[src/rtl/jtag_bscan_pkg.sv]
package jtag_bscan_pkg;
  localparam int IR_W     = 4;
  localparam int MAX_PINS = 64;

  typedef enum logic [3:0] {
    ST_TLR, ST_RTI, ST_SEL_DR, ST_CAP_DR, ST_SHF_DR, ST_EX1_DR, ST_PAU_DR, ST_EX2_DR,
    ST_UPD_DR, ST_SEL_IR, ST_CAP_IR, ST_SHF_IR, ST_EX1_IR, ST_PAU_IR, ST_EX2_IR, ST_UPD_IR
  } tap_state_e;

  localparam logic [IR_W-1:0] IR_BSCAN  = 4'b0000;
  localparam logic [IR_W-1:0] IR_IDCODE = 4'b0001;
  localparam logic [IR_W-1:0] IR_BYPASS = 4'b1111;

  localparam logic [1:0] K_IN = 2'd0, K_OUT = 2'd1, K_TRI = 2'd2, K_BIDIR = 2'd3;

  function automatic int has_in(input logic [1:0] k);
    return (k == K_IN || k == K_BIDIR) ? 1 : 0;
  endfunction

  function automatic int has_out(input logic [1:0] k);
    return (k != K_IN) ? 1 : 0;
  endfunction

  function automatic int has_oe(input logic [1:0] k);
    return (k == K_TRI || k == K_BIDIR) ? 1 : 0;
  endfunction

  function automatic int cell_base(input logic [2*MAX_PINS-1:0] kinds, input int p);
    int acc = 0;
    for (int q = 0; q < p; q++)
      acc += has_in(kinds[2*q+:2]) + has_out(kinds[2*q+:2]) + has_oe(kinds[2*q+:2]);
    return acc;
  endfunction
endpackage

[src/rtl/tap_fsm.sv]
module tap_fsm
  import jtag_bscan_pkg::*;
(
  input  logic       tck_i,
  input  logic       rst_ni,
  input  logic       tms_i,
  output tap_state_e state_o
);
  tap_state_e nxt;

  always_comb begin
    unique case (state_o)
      ST_TLR:    nxt = tms_i ? ST_TLR    : ST_RTI;
      ST_RTI:    nxt = tms_i ? ST_SEL_DR : ST_RTI;
      ST_SEL_DR: nxt = tms_i ? ST_SEL_IR : ST_CAP_DR;
      ST_CAP_DR: nxt = tms_i ? ST_EX1_DR : ST_SHF_DR;
      ST_SHF_DR: nxt = tms_i ? ST_EX1_DR : ST_SHF_DR;
      ST_EX1_DR: nxt = tms_i ? ST_UPD_DR : ST_PAU_DR;
      ST_PAU_DR: nxt = tms_i ? ST_EX2_DR : ST_PAU_DR;
      ST_EX2_DR: nxt = tms_i ? ST_UPD_DR : ST_SHF_DR;
      ST_UPD_DR: nxt = tms_i ? ST_SEL_DR : ST_RTI;
      ST_SEL_IR: nxt = tms_i ? ST_TLR    : ST_CAP_IR;
      ST_CAP_IR: nxt = tms_i ? ST_EX1_IR : ST_SHF_IR;
      ST_SHF_IR: nxt = tms_i ? ST_EX1_IR : ST_SHF_IR;
      ST_EX1_IR: nxt = tms_i ? ST_UPD_IR : ST_PAU_IR;
      ST_PAU_IR: nxt = tms_i ? ST_EX2_IR : ST_PAU_IR;
      ST_EX2_IR: nxt = tms_i ? ST_UPD_IR : ST_SHF_IR;
      default:   nxt = tms_i ? ST_SEL_DR : ST_RTI;
    endcase
  end

  always_ff @(posedge tck_i or negedge rst_ni)
    if (!rst_ni) state_o <= ST_TLR;
    else         state_o <= nxt;
endmodule

[src/rtl/bsr_chain.sv]
module bsr_chain #(
  parameter int LEN = 7
) (
  input  logic           tck_i,
  input  logic           rst_ni,
  input  logic           clear_i,
  input  logic           capture_i,
  input  logic           shift_i,
  input  logic           update_i,
  input  logic           tdi_i,
  input  logic [LEN-1:0] cap_i,
  output logic           so_o,
  output logic [LEN-1:0] upd_o
);
  logic [LEN-1:0] sr_q;

  always_ff @(posedge tck_i or negedge rst_ni)
    if (!rst_ni)        sr_q <= '0;
    else if (capture_i) sr_q <= cap_i;
    else if (shift_i)   sr_q <= {tdi_i, sr_q[LEN-1:1]};

  always_ff @(posedge tck_i or negedge rst_ni)
    if (!rst_ni)       upd_o <= '0;
    else if (clear_i)  upd_o <= '0;
    else if (update_i) upd_o <= sr_q;

  assign so_o = sr_q[0];
endmodule

[src/rtl/pin_mux.sv]
module pin_mux
  import jtag_bscan_pkg::*;
#(
  parameter int                     NUM_PINS  = 4,
  parameter logic [2*NUM_PINS-1:0]  PIN_KINDS = '0,
  parameter int                     LEN       = 1
) (
  input  logic                ext_i,
  input  logic [NUM_PINS-1:0] pad_in_i,
  input  logic [NUM_PINS-1:0] core_out_i,
  input  logic [NUM_PINS-1:0] core_oe_i,
  input  logic [LEN-1:0]      upd_i,
  output logic [LEN-1:0]      cap_o,
  output logic [NUM_PINS-1:0] core_in_o,
  output logic [NUM_PINS-1:0] pad_out_o,
  output logic [NUM_PINS-1:0] pad_oe_o
);
  localparam logic [2*MAX_PINS-1:0] KINDS_X = (2*MAX_PINS)'(PIN_KINDS);

  for (genvar p = 0; p < NUM_PINS; p++) begin : g_pin
    localparam logic [1:0] K  = PIN_KINDS[2*p+:2];
    localparam int         B  = cell_base(KINDS_X, p);
    localparam int         CO = B + has_in(K);
    localparam int         CE = CO + has_out(K);

    if (has_in(K) != 0) begin : g_in
      assign cap_o[B]     = pad_in_i[p];
      assign core_in_o[p] = ext_i ? upd_i[B] : pad_in_i[p];
    end else begin : g_in_thru
      assign core_in_o[p] = pad_in_i[p];
    end

    if (has_out(K) != 0) begin : g_out
      assign cap_o[CO]    = core_out_i[p];
      assign pad_out_o[p] = ext_i ? upd_i[CO] : core_out_i[p];
    end else begin : g_out_thru
      assign pad_out_o[p] = core_out_i[p];
    end

    if (has_oe(K) != 0) begin : g_oe
      assign cap_o[CE]   = core_oe_i[p];
      assign pad_oe_o[p] = ext_i ? upd_i[CE] : core_oe_i[p];
    end else begin : g_oe_thru
      assign pad_oe_o[p] = core_oe_i[p];
    end
  end
endmodule

[src/rtl/jtag_bscan_tap.sv]
module jtag_bscan_tap
  import jtag_bscan_pkg::*;
#(
  parameter int                    NUM_PINS  = 4,
  parameter logic [2*NUM_PINS-1:0] PIN_KINDS = {K_BIDIR, K_TRI, K_OUT, K_IN},
  parameter logic [31:0]           ID_VALUE  = 32'h0000_18FF
) (
  input  logic                tck_i,
  input  logic                rst_ni,
  input  logic                tms_i,
  input  logic                tdi_i,
  output logic                tdo_o,
  output logic                tdo_oe_o,
  input  logic [NUM_PINS-1:0] pad_in_i,
  input  logic [NUM_PINS-1:0] core_out_i,
  input  logic [NUM_PINS-1:0] core_oe_i,
  output logic [NUM_PINS-1:0] core_in_o,
  output logic [NUM_PINS-1:0] pad_out_o,
  output logic [NUM_PINS-1:0] pad_oe_o
);
  localparam int LEN = cell_base((2*MAX_PINS)'(PIN_KINDS), NUM_PINS);

  tap_state_e       state;
  logic [IR_W-1:0]  ir_sr, ir_q;
  logic [31:0]      id_sr;
  logic             byp_q;
  logic             sel_bsr, sel_id, sel_byp;
  logic             bsr_so, dr_so;
  logic [LEN-1:0]   bsr_cap, bsr_upd;

  tap_fsm u_fsm (.tck_i, .rst_ni, .tms_i, .state_o(state));

  always_comb begin
    sel_bsr = 1'b0;
    sel_id  = 1'b0;
    sel_byp = 1'b0;
    unique case (ir_q)
      IR_BSCAN:  sel_bsr = 1'b1;
      IR_IDCODE: sel_id  = 1'b1;
      IR_BYPASS: sel_byp = 1'b1;
      default:   sel_byp = 1'b1;
    endcase
  end

  always_ff @(posedge tck_i or negedge rst_ni)
    if (!rst_ni)                ir_sr <= IR_IDCODE;
    else if (state == ST_CAP_IR) ir_sr <= IR_W'(2'b01);
    else if (state == ST_SHF_IR) ir_sr <= {tdi_i, ir_sr[IR_W-1:1]};

  always_ff @(posedge tck_i or negedge rst_ni)
    if (!rst_ni)                 ir_q <= IR_IDCODE;
    else if (state == ST_TLR)    ir_q <= IR_IDCODE;
    else if (state == ST_UPD_IR) ir_q <= ir_sr;

  always_ff @(posedge tck_i or negedge rst_ni)
    if (!rst_ni)                           id_sr <= ID_VALUE;
    else if (sel_id && state == ST_CAP_DR) id_sr <= ID_VALUE;
    else if (sel_id && state == ST_SHF_DR) id_sr <= {tdi_i, id_sr[31:1]};

  always_ff @(posedge tck_i or negedge rst_ni)
    if (!rst_ni)                            byp_q <= 1'b0;
    else if (sel_byp && state == ST_CAP_DR) byp_q <= 1'b0;
    else if (sel_byp && state == ST_SHF_DR) byp_q <= tdi_i;

  bsr_chain #(.LEN(LEN)) u_chain (
    .tck_i, .rst_ni,
    .clear_i  (state == ST_TLR),
    .capture_i(sel_bsr && state == ST_CAP_DR),
    .shift_i  (sel_bsr && state == ST_SHF_DR),
    .update_i (sel_bsr && state == ST_UPD_DR),
    .tdi_i,
    .cap_i    (bsr_cap),
    .so_o     (bsr_so),
    .upd_o    (bsr_upd)
  );

  pin_mux #(.NUM_PINS(NUM_PINS), .PIN_KINDS(PIN_KINDS), .LEN(LEN)) u_mux (
    .ext_i(sel_bsr), .pad_in_i, .core_out_i, .core_oe_i,
    .upd_i(bsr_upd), .cap_o(bsr_cap),
    .core_in_o, .pad_out_o, .pad_oe_o
  );

  assign dr_so = sel_bsr ? bsr_so : (sel_id ? id_sr[0] : byp_q);

  // TDO launched on falling edge so the receiver samples on the next rising edge
  always_ff @(negedge tck_i or negedge rst_ni)
    if (!rst_ni) begin
      tdo_o    <= 1'b0;
      tdo_oe_o <= 1'b0;
    end else begin
      tdo_o    <= (state == ST_SHF_IR) ? ir_sr[0] : dr_so;
      tdo_oe_o <= (state == ST_SHF_IR) || (state == ST_SHF_DR);
    end
endmodule

[config.mk]
export PLATFORM = sky130hd
export DESIGN_NAME = jtag_bscan_tap
export DESIGN_NICKNAME = d
export VERILOG_FILES = /design/src/rtl/jtag_bscan_pkg.sv /design/src/rtl/tap_fsm.sv /design/src/rtl/bsr_chain.sv /design/src/rtl/pin_mux.sv /design/src/rtl/jtag_bscan_tap.sv
export SDC_FILE = /design/constraint.sdc
export NUM_CORES = 1
export LEC_CHECK = 0
export ABC_AREA = 1
export BUFFER_PORTS_ARGS = -buffer_cell sky130_fd_sc_hd__buf_2
export CAP_MARGIN = 25
export CELL_PAD_IN_SITES_DETAIL_PLACEMENT = 1
export CELL_PAD_IN_SITES_GLOBAL_PLACEMENT = 2
export CORE_AREA = 2 2 92 102
export DETAILED_ROUTE_END_ITERATION = 7
export DIE_AREA = 0 0 94 104
export GPL_TIMING_DRIVEN = 0
export PLACE_DENSITY = 0.78
export SETUP_SLACK_MARGIN = 0.05
export SLEW_MARGIN = 20
export SYNTH_ARGS = -nofsm -noshare
export SYNTH_HDL_FRONTEND = slang
export SYNTH_SLANG_ARGS = --single-unit
[constraint.sdc]
create_clock -name tck_i -period 1.8 [get_ports tck_i]
set_input_delay 0.27 -clock tck_i [delete_from_list [all_inputs] [get_ports tck_i]]
set_output_delay 0.27 -clock tck_i [all_outputs]
set_load 0.1 [all_outputs]
Word level (Yosys, flattened, before mapping)
Index checks and enable logic that the tools add are counted.
{"block": "op_classes", "n_eq_ne": 15, "n_mux": 38, "reduce_logical": 19}
{"operator": "$mux 32", "count": 2}
{"operator": "$pmux 4 s11", "count": 1}
{"operator": "$eq 4x4->1 const B", "count": 8}
{"operator": "$mux 4", "count": 8}
{"operator": "$mux 7", "count": 4}
{"operator": "$mux 1", "count": 18}
{"operator": "$eq 4x3->1 const B", "count": 4}
{"operator": "$reduce_bool 2->1", "count": 6}
{"operator": "$eq 4x2->1 const B", "count": 2}
{"operator": "$logic_not 4->1", "count": 2}
{"operator": "$logic_and 1x1->1", "count": 7}
{"operator": "$mux 2", "count": 3}
{"operator": "$mux 3", "count": 2}
{"operator": "$reduce_or 2->1", "count": 3}
{"operator": "$eq 4x1->1 const B", "count": 1}
{"operator": "$logic_or 1x1->1", "count": 1}
{"block": "word_totals", "ff_bits": 61, "inputBits": 16, "output_inout_bits": 14, "word_cells": 81}

Longest topological paths before layout
Gate-level depths: netlist of run 1.
{"block": "logic_depth", "ltp_word": 6, "mapped_depth": 8, "mapped_depth_nobuf": 8}

By module
Synthesis of run 1 repeated with hierarchy kept, for this count alone.
{"block": "unflattened", "hier_cells": 414, "area_unflattened_um2": 3211.8}
{"module": "jtag_bscan_tap", "instances": 1, "cells_per_inst": 240, "area_per_inst_um2": 2006.9, "seq_area_each_um2": 1091.0}
{"module": "bsr_chain", "instances": 1, "cells_per_inst": 70, "area_per_inst_um2": 638.1, "seq_area_each_um2": 350.3}
{"module": "tap_fsm", "instances": 1, "cells_per_inst": 69, "area_per_inst_um2": 382.9, "seq_area_each_um2": 100.1}
{"module": "pin_mux", "instances": 1, "cells_per_inst": 35, "area_per_inst_um2": 183.9, "seq_area_each_um2": 0.0}

==> flow_summary_export.csv, run 1 <==
group,metric,value,unit
critical_path,cpPeakStageDelay,0.44,ns
routing,routed.top_layer,"met4",
routing,vias,2513,
routing,route.met2.wl,3.954,mm
status,violations,"setup timing",
place,gp_congestion,0.8432,
critical_path,setup.worst_path.start,"tdo_oe_o$_DFF_NN0_",
critical_path,critPathBufInv,1,
timing,setup_viol,11,
flow_run,max_cap_violations,0,
critical_path,cp-end-kind,"primary output",
finish,drive_above_1_share,33.33,%
critical_path,cpMaxStageDelayCell,"dfrtn_1",
grt,antenna_found_initial,0,
clock_network,clockBufferDepth,2,
clock_network,cts_sinks,61,
critical_path,crit_path_max_fanout,1,
critical_path,crit_type,"register to primary output",
hold_path,hp-start,"tdi_i",
floorplanning,io_pins,30,
status,outcome,"finished with violations",
synth,synth.avg_cell_area,8.527,sq um
synth,ys_warn_count,0,
clock_network,cts_max_level,3,
clock_network,clock_latency,0.34,ns
routing,drtIter0Drc,78,
timing,slew_viol_final,0,
routing,final_antenna_net_count,0,
floorplanning,initial_core_util,34.07,%
grt,grt_max_degree,40,
timing,tightest_slew,0.5766,ns
power,power_leakage,1.874,nW
grt,grt_usage,16.50,%
critical_path,r2r-start,"ir_q[2]$_DFFE_PN0P_",
critical_path,critPathTopFamily,"flip-flops",
timing,finalHoldViolations,0,
finish,diodes,0,
synth,synth.area.top_cells,"dfrtp_1 39%, nand2_1 12%, dfstp_2 11%",
routing,dr.pass1.iters,4,
synth,ys_seq_area_share,51.51,%
routing,drc,0,
timing,max-slew-margin-rel,61.52,%
clock_network,cts_made_buffers,9,
finish,syn2layout_area_growth,33.07,%
floorplanning,die-width,94,um
routing,routed_wl,7.676,mm
timing,fin_tns_setup,-1.725,ns
routing,wl_met3,158,um
routing,vias_per_cell,4.759,
clock_network,cts_root_buffer,"clkbuf_8",
place,place.port_buffers,24,
synth,synth.largest_area_cell,"dfrtp_1",
synth,synth_ff_type,"dfrtp_1",
finish,final_nets,425,
grt,grt_remaining_overflow,0,
critical_path,cp-start-kind,"register",
timing,skew,0.01428,ns
clock_network,cts_tree,"done",
power,p_per_area,1653,nW/um^2
finish,fin_util,45.34,%
timing,rsz0062_at_grt,"yes",
grt,grt_pass1_wl,12.82,mm
grt,grt_pass1_vias,2596,
floorplanning,die_height,104,um
finish,stdcell_area,3983,sq um
synth,ys_ff_latch,61,
floorplanning,die-area,9776,sq um
timing,layout_setup_ws,-0.3100,ns
synth,ys_types,35,
synth,async_flop_share,100.0,%
clock_network,clk_pin_slew_worst_paths,0.06,ns
routing,wirelength_met1,3.502,mm
place,placed_cell_area,3397,sq um
power,vdd_drop_max,0.8519,mV
floorplanning,rows,36,
finish,final_common_cell,"nand2_1",
place,detailed_place_hpwl,5.067,mm
power,total_power,6.584,mW
synth,synth_top_area_share,39.30,%
synth,synth.net_count,367,
hold_path,hp-class,"input pin to register",
synth,syn_area,2993,sq um
synth,synth-edff-count,0,
floorplanning,design.core.area,8783,sq um
critical_path,crit_path_cell_trace,"buf_12",
synth,syn_inst,351,
critical_path,worstPathArrival,1.84,ns
finish,final_cell_mix,"90 x nand2_1, 44 x dfrtp_1, 35 x nor2_1",
critical_path,crit_required,1.53,ns
routing,wl_per_cell,14.54,um
## sequential cells by signal (all words and copies together) (netlist names)
register and cells:
id_sr 32, u_chain.sr_q 7, u_chain.upd_o 7, ir_q 4
ir_sr 4, u_fsm.state_o 4, byp_q 1, tdo_o 1
tdo_oe_o 1
## cell families (layout without fill, tap and decap cells)
kind of cell	count (synthesis)	after routing	share of synthesized area [%]
buffers and inverters	48	111	8.612
and+or+nand+nor	178	178	27.01
DFF	61	61	51.51
AOI/OAI and AO/OA	64	64	12.88
## layout make-up
cell class | instances | area, sq um
Multi-Input combinational cell | 242 | 1330
Inverter | 31 | 127.6
Timing Repair Buffer | 47 | 483.0
Fill cell | 1061 | 4801
Clock buffer | 14 | 152.6
Tap cell | 114 | 142.6
Buffer | 17 | 166.4
Sequential cell | 61 | 1545
Clock inverter | 2 | 35.03
## worst paths after layout
kind	slack (ns)	to	cells after the start
worst max-delay path	-0.31	tdo_oe_o	1
worst min-delay path	0.25	ir_sr[3]$_DFFE_PN0P_	3
max in group asynchronous	0.33	tdo_oe_o$_DFF_NN0_	2
worst max register to register	-0.24	tdo_o$_DFF_NN0_	6
min in group asynchronous	0.39	id_sr[8]$_DFFE_PN0P_	2
worst min register to register	0.48	id_sr[26]$_DFFE_PN0P_	2
## per-layer routing
metal / track usage [%] / vias up
met5: 0 / -
met4: 5.590 / 0
met3: 2.899 / 5
met2: 26.48 / 31
met1: 22.40 / 1238
li1: - / 1239
## power breakdown
| group | internal [mW] | switching (mW) | total [mW] |
|---|---|---|---|
| registers | 1.97 | 0.312 | 2.28 |
| logic | 1.18 | 1.93 | 3.11 |
| clock network | 0.678 | 0.516 | 1.19 |
| total | 3.83 | 2.76 | 6.58 |
## cells in the mapped netlist, types with 5 or more instances
cell,number
o21ai_2,8
or2_1,5
nand2_1,96
nor3_2,6
nor2_1,38
dfstp_2,12
dfrtp_1,47
buf_4,7
inv_1,27
nand3_1,14
buf_6,6
o21ai_0,22
o21ai_1,21
## metrics by stage
| stage | cells | hold slack, ns | worst slack, ns |
|---|---|---|---|
| final | 528 | 0.2533 | -0.3100 |
| after global routing | 528 | 0.2549 | -0.3424 |
| after CTS | 512 | 0.2119 | -0.3242 |
| after detailed placement | 490 | 0.2011 | -0.3827 |
| after global placement | 489 | 0.4660 | -0.6078 |
| after floorplan | 351 | -0.02559 | -0.3187 |
## timing repair
item | in CTS | in global routing
endpoints found under the hold margin | 10 | 0
pin swaps | 4 | 7
setup buffers | 4 | 17
setup endpoints to repair | 11 | 11
gates resized for setup | 42 | 13
hold buffers | 1 | 0
gates cloned | 1 | 0
(Power assumes the default switching activity.)
==> inputs of run 2 (changes only) <==
--- a/config.mk
+++ b/config.mk
@@ -5,16 +5,15 @@
 export SDC_FILE = /design/constraint.sdc
 export NUM_CORES = 1
 export LEC_CHECK = 0
-export ABC_AREA = 1
 export BUFFER_PORTS_ARGS = -buffer_cell sky130_fd_sc_hd__buf_2
 export CAP_MARGIN = 25
 export CELL_PAD_IN_SITES_DETAIL_PLACEMENT = 1
 export CELL_PAD_IN_SITES_GLOBAL_PLACEMENT = 2
-export CORE_AREA = 2 2 92 102
+export CORE_AREA = 2 2 90 101
 export DETAILED_ROUTE_END_ITERATION = 7
-export DIE_AREA = 0 0 94 104
+export DIE_AREA = 0 0 92 103
 export GPL_TIMING_DRIVEN = 0
-export PLACE_DENSITY = 0.78
+export PLACE_DENSITY = 0.79
 export SETUP_SLACK_MARGIN = 0.05
 export SLEW_MARGIN = 20
 export SYNTH_ARGS = -nofsm -noshare
==> flow_summary_export.csv, run 2 <==
group,metric,value,unit
critical_path,critPathBufInv,3,
finish,instances_no_fill,487,
finish,final_nets,384,
power,p_per_area,1828,nW/um^2
routing,wl_per_cell,15.98,um
power,power_leakage,1.917,nW
place,dp_slack,-0.5175,ns
timing,layout_setup_ws,-0.3872,ns
timing,timing.final.crit_share,121.5,%
critical_path,cp_common_cell,"nand2_8",
grt,grt_remaining_overflow,0,
place,detailed_place_hpwl,4.800,mm
grt,antenna_found_initial,0,
critical_path,crit_path_cell_trace,"or4_4 -> buf_6 -> clkbuf_16 -> nand2_8 -> nand2_8 -> buf_12",
critical_path,cp-end-kind,"primary output",
routing,drtIter0Drc,43,
timing,skew,0.01687,ns
routing,dr.pass1.iters,4,
floorplanning,die_height,103,um
grt,grt_usage,17.38,%
synth,synth_common_cells,"65 x nand2_1, 47 x dfrtp_1, 24 x inv_1",
hold_path,hp-class,"input pin to register",
floorplanning,design.core.area,8558,sq um
synth,syn_area,3136,sq um
synth,synth-compound-area-share,7.662,%
finish,largest-register,"id_sr",
clock_network,cts_max_level,3,
synth,synth.most_common_cell,"nand2_1",
critical_path,crit_path_max_fanout,5,
clock_network,cts_tree,"done",
finish,top_regs,"id_sr: 32 flops, u_chain.sr_q: 7 flops, u_chain.upd_o: 7 flops",
grt,grt_max_degree,41,
clock_network,clk_pin_slew_worst_paths,0.07,ns
critical_path,r2r_setup_slack,-0.36,ns
grt,grt_pass1_vias,2488,
place,gp_congestion,0.7650,
finish,drive_above_1_share,39.95,%
routing,final_antenna_net_count,0,
timing,finalCriticalPeriod,2.187,ns
synth,synth-simple-area-share,17.00,%
synth,async_flop_share,100.0,%
finish,fin_util,51.24,%
routing,drc,0,
synth,synth.mux.area_fraction,18.12,%
timing,slew_viol_final,0,
status,outcome,"finished with violations",
routing,routed_wl,7.783,mm
timing,max-slew-margin-rel,65.80,%
synth,ys_types,43,
synth,ys_ff_latch,61,
routing,vias,2409,
place,place.port_buffers,24,
timing,setup_viol,58,
timing,fmax,457.2,MHz
floorplanning,die-area,9476,sq um
floorplanning,die-width,92,um
clock_network,cts_sinks,61,
floorplanning,rows,36,
status,violations,"setup timing",
synth,syn_inst,309,
finish,syn2layout_area_growth,39.86,%
synth,synth_xor_area_share,0.2793,%
synth,ys_warn_count,0,
finish,largest_reg_flops,32,
clock_network,clockBufferDepth,2,
critical_path,crit_type,"register to primary output",
synth,synth_top_area_share,37.51,%
finish,final_common_cell,"nand2_1",
timing,rsz0062_at_grt,"yes",
clock_network,clock_latency,0.34,ns
timing,finalHoldViolations,0,
place,place_inst,449,
critical_path,cpPeakStageDelay,0.53,ns
grt,grt_pass1_wl,12.82,mm
critical_path,cp-start-kind,"register",
flow_run,max_cap_violations,0,
synth,synth_adder_area_share,0,%
clock_network,cts_root_buffer,"clkbuf_8",
synth,synth_top_family_by_area,"multiplexers",
routing,vias_per_cell,4.947,
timing,tightest_slew,0.5130,ns
clock_network,cts_made_buffers,9,
floorplanning,io_pins,30,
synth,synth.avg_cell_area,10.15,sq um
synth,synth.net_count,325,
critical_path,critPathTopFamily,"simple AND/OR/NAND/NOR gates",
power,vdd_drop_max,0.9096,mV
synth,synth.area.top_cells,"dfrtp_1 38%, dfstp_2 10%, nand2_1 7.8%",
critical_path,crit_required,1.53,ns
critical_path,cpMaxStageDelayCell,"or4_4",
finish,final_cell_mix,"51 x nand2_1, 44 x dfrtp_1, 24 x inv_1",
critical_path,worstPathArrival,1.92,ns
timing,fin_tns_setup,-10.85,ns
floorplanning,initial_core_util,36.64,%
synth,synth_ff_type,"dfrtp_1",
finish,diodes,0,
synth,synth-edff-count,0,
synth,ys_seq_area_share,49.16,%
synth,synth.largest_area_cell,"dfrtp_1",
run 2: changes by cell type after synthesis, sizes merged, moves of 6 or more:
cell / change
a21oi: +6
nand2b: +10
mux2i: +23
nand2: -36
nor3: -6
clkbuf: +7
o21ai: -45
o211ai: +6
nor2: -37
mux2: +27
run 2: logic make-up after synthesis:
group / after synthesis
AO/OA/AOI/OAI: 34
AND/OR/NAND/NOR: 112
flip-flops: 61
XOR/XNOR: 1
multiplexers: 50
buffers and inverters: 51
run 2: final cells by class:
type	count	area [sq um]
buffer	27	250.2
clock buffer	14	152.6
clock inverter	2	35.03
fill	914	4173
inverter	24	90.09
multi-input combinational	197	1639
sequential	61	1545
tap	114	142.6
timing repair buffer	48	530.5
run 2: layer usage:
layer | vias to the layer above | global-route usage [%] | part of all wire (%)
met4 | 0 | 5.396 | 0.87
met2 | 34 | 30.66 | 53
met1 | 1225 | 21.58 | 44
li1 | 1144 | - | -
met5 | - | 0 | 0
met3 | 6 | 3.655 | 2.2
run 2: worst reg2reg max path, stage by stage, from the launching register on:
cell and delay [ns]:
dfstp_2 0.57, mux2_4 0.31, mux2i_1 0.13, mux2i_1 0.08
run 2: final timing paths:
check / from / end / cells after the start
setup / recovery: ir_q[1]$_DFFE_PN0P_ / pad_out_o[3] / 6
hold / removal: tdi_i / ir_sr[3]$_DFFE_PN0P_ / 3
setup reg to reg: ir_q[0]$_DFFE_PN1P_ / tdo_o$_DFF_NN0_ / 3
hold reg to reg: byp_q$_DFFE_PN0P_ / byp_q$_DFFE_PN0P_ / 1
max in group asynchronous: rst_ni / tdo_oe_o$_DFF_NN0_ / 2
min in group asynchronous: rst_ni / ir_sr[1]$_DFFE_PN0P_ / 2
run 2: what timing repair did:
item                       4_1_cts  5_1_grt
hold buffers                     1        0
hold endpoints to repair        17        0
resized for setup               85       12
buffers inserted                13        8
setup endpoints to repair       58       62
cloned                           4        0
pin swaps                       26        5
run 2: through the flow:
step / area, sq um / hold WS (ns) / power, mW
finish: 4385 / 0.2520 / 8.018
detailed placement: 3592 / 0.1883 / 5.679
global placement: 3558 / 0.4969 / 5.563
CTS: 4373 / 0.2464 / 8.148
global route: 4385 / 0.2571 / 8.523
floorplan: 3296 / -0.02559 / 5.009
run 2: report_power, final:
| group | leakage (nW) | internal [mW] | switching [mW] |
|---|---|---|---|
| Sequential | 0.776 | 1.98 | 0.378 |
| Combinational | 1.05 | 2.24 | 2.20 |
| Clock | 0.0947 | 0.679 | 0.538 |
| Total | 1.92 | 4.90 | 3.12 |
==> inputs of run 3 (changes only) <==
--- a/config.mk
+++ b/config.mk
@@ -8,11 +8,12 @@
 export BUFFER_PORTS_ARGS = -buffer_cell sky130_fd_sc_hd__buf_2
 export CAP_MARGIN = 25
 export CELL_PAD_IN_SITES_DETAIL_PLACEMENT = 1
-export CELL_PAD_IN_SITES_GLOBAL_PLACEMENT = 2
-export CORE_AREA = 2 2 90 101
+export CELL_PAD_IN_SITES_GLOBAL_PLACEMENT = 1
+export CORE_AREA = 2 2 86 88
 export DETAILED_ROUTE_END_ITERATION = 7
-export DIE_AREA = 0 0 92 103
+export DIE_AREA = 0 0 88 90
 export GPL_TIMING_DRIVEN = 0
+export HOLD_SLACK_MARGIN = 0.12
 export PLACE_DENSITY = 0.79
 export SETUP_SLACK_MARGIN = 0.05
 export SLEW_MARGIN = 20
==> flow_summary_export.csv, run 3 (same netlist as run 2, synthesis figures left out) <==
group,metric,value,unit
finish,seqCellArea,1546,sq um
finish,fill_cells,718,
critical_path,cp-end-kind,"primary output",
timing,max-slew-margin-rel,65.96,%
routing,wl_per_cell,19.63,um
routing,vias,2523,
power,power_leakage,1.970,nW
routing,routed_wl,9.326,mm
finish,largest_reg_flops,32,
floorplanning,design.core.area,7020,sq um
place,placed_cell_area,3576,sq um
finish,drive_above_1_share,43.88,%
timing,finalHoldViolations,0,
hold_path,min_to,"ir_sr[3]$_DFFE_PN0P_",
floorplanning,initial_core_util,44.66,%
grt,grt_pass1_wl,14.33,mm
timing,skew,0.02263,ns
grt,grt_usage,23.95,%
place,place.port_buffers,24,
critical_path,r2r_setup_slack,-0.43,ns
clock_network,clk_pin_slew_worst_paths,0.07,ns
critical_path,crit_type,"register to primary output",
timing,tightest_slew,0.5106,ns
routing,final_antenna_net_count,0,
place,detailed_place_hpwl,4.603,mm
clock_network,cts_root_buffer,"clkbuf_8",
grt,antenna_found_initial,0,
hold_path,hp-class,"input pin to register",
clock_network,cts_sinks,61,
timing,timing.final.crit_share,124.0,%
critical_path,rr_worst_depth,3,
grt,grt_max_degree,49,
timing,layout_setup_ws,-0.4311,ns
floorplanning,die-width,88,um
critical_path,r2r-start,"ir_q[0]$_DFFE_PN1P_",
finish,stdcell_area,4498,sq um
grt,grt_remaining_overflow,0,
clock_network,clock_latency,0.36,ns
timing,finalCriticalPeriod,2.231,ns
clock_network,cts_made_buffers,9,
routing,drc,0,
finish,syn2layout_area_growth,43.46,%
power,p_per_area,1918,nW/um^2
routing,drtIter0Drc,112,
finish,top_regs,"id_sr: 32 flops, u_chain.sr_q: 7 flops, u_chain.upd_o: 7 flops",
power,vdd_drop_max,1.122,mV
critical_path,r2r_end,"tdo_o$_DFF_NN0_",
critical_path,crit_required,1.53,ns
status,violations,"setup timing",
finish,final_common_cell,"nand2_1",
floorplanning,io_pins,30,
timing,setup_viol,58,
finish,largest-register,"id_sr",
finish,final_nets,387,
routing,vias_per_cell,5.312,
floorplanning,die-area,7920,sq um
grt,grt_pass1_vias,2768,
hold_path,hold_depth,3,
timing,rsz0062_at_grt,"yes",
clock_network,cts_max_level,3,
critical_path,worstPathArrival,1.96,ns
critical_path,cp-start-kind,"register",
timing,fin_tns_setup,-11.60,ns
finish,multi_input_area,1678,sq um
status,outcome,"finished with violations",
timing,fmax,448.2,MHz
hold_path,hp-start,"tdi_i",
timing,slew_viol_final,0,
finish,final_cell_mix,"48 x nand2_1, 43 x dfrtp_1, 24 x inv_1, 24 x buf_4, 22 x mux2i_1",
finish,diodes,0,
clock_network,cts_tree,"done",
routing,dr.pass1.iters,4,
floorplanning,die_height,90,um
clock_network,clockBufferDepth,2,
flow_run,max_cap_violations,0,
place,gp_congestion,0.7957,
floorplanning,rows,31,
critical_path,crit_path_max_fanout,6,
[run 3: cell count changes in the layout (fill, tap and decap cells not counted), sizes merged]
cell      before  now
clkbuf        23   18
buf           65   69
clkinv         1    3
clkinvlp       0    1
inv           24   25
[run 3: cell type report]
type                            count  share of cell area, %
Clock inverter                      6                  1.363
Sequential cell                    61                  34.38
Buffer                             24                  4.924
Clock buffer                       10                  3.060
Inverter                           24                  2.003
Timing Repair Buffer               54                  14.21
Multi-Input combinational cell    197                  37.30
Tap cell                           99                  2.754
[run 3: worst max-delay path by stage]
| stage | from | end | depth (start not counted) |
|---|---|---|---|
| CTS | ir_q[0]$_DFFE_PN1P_ | tdo_o$_DFF_NN0_ | 3 |
| global route | ir_q[2]$_DFFE_PN0P_ | pad_oe_o[2] | 6 |
| floorplan | tdo_o$_DFF_NN0_ | tdo_o | 0 |
| finish | ir_q[2]$_DFFE_PN0P_ | pad_oe_o[2] | 6 |
| detailed placement | u_fsm.state_o[3]$_DFF_PN0_ | tdo_o$_DFF_NN0_ | 4 |
| global placement | ir_q[1]$_DFFE_PN0P_ | pad_oe_o[3] | 4 |
[run 3: repair_timing]
item / in CTS / in global routing
hold buffers: 1 / 0
pin swaps: 20 / 7
gates cloned: 4 / 0
setup endpoints to repair: 57 / 62
setup buffers: 19 / 6
endpoints found under the hold margin: 51 / 0
resized for setup: 88 / 23
[run 3: report_power, final]
group	internal, mW	switching, mW
Combinational	2.46	2.47
Sequential	1.98	0.430
Clock	0.674	0.610
[run 3: metal layers]
layer  GRT usage, %  wire (um)
met1          29.02       3685
met2          39.58       4902
met3          7.438        440
met4          8.718        298
met5              0          0
[run 3: through the flow]
| step | hold WS [ns] | setup WS (ns) | total power, mW | utilization (%) | instances |
|---|---|---|---|---|---|
| 6_report | 0.2180 | -0.4311 | 8.626 | 64.07 | 475 |
| 5_1_grt | 0.2526 | -0.4623 | 9.037 | 64.07 | 475 |
| 4_1_cts | 0.2200 | -0.4138 | 8.224 | 62.93 | 472 |
| 3_5_place_dp | 0.1416 | -0.4746 | 5.665 | 50.94 | 433 |
| 3_3_place_gp | 0.4980 | -0.8919 | 5.522 | 50.42 | 432 |
| 2_1_floorplan | -0.02559 | -0.3187 | 5.009 | - | 309 |
[run 3: worst max-delay path, cell delays in order (launching register included)]
cell       delay [ns]
dfrtp_2          0.49
or4_4            0.46
buf_6            0.15
clkbuf_16        0.18
nand2_8          0.09
nand2_8          0.05
buf_12           0.16
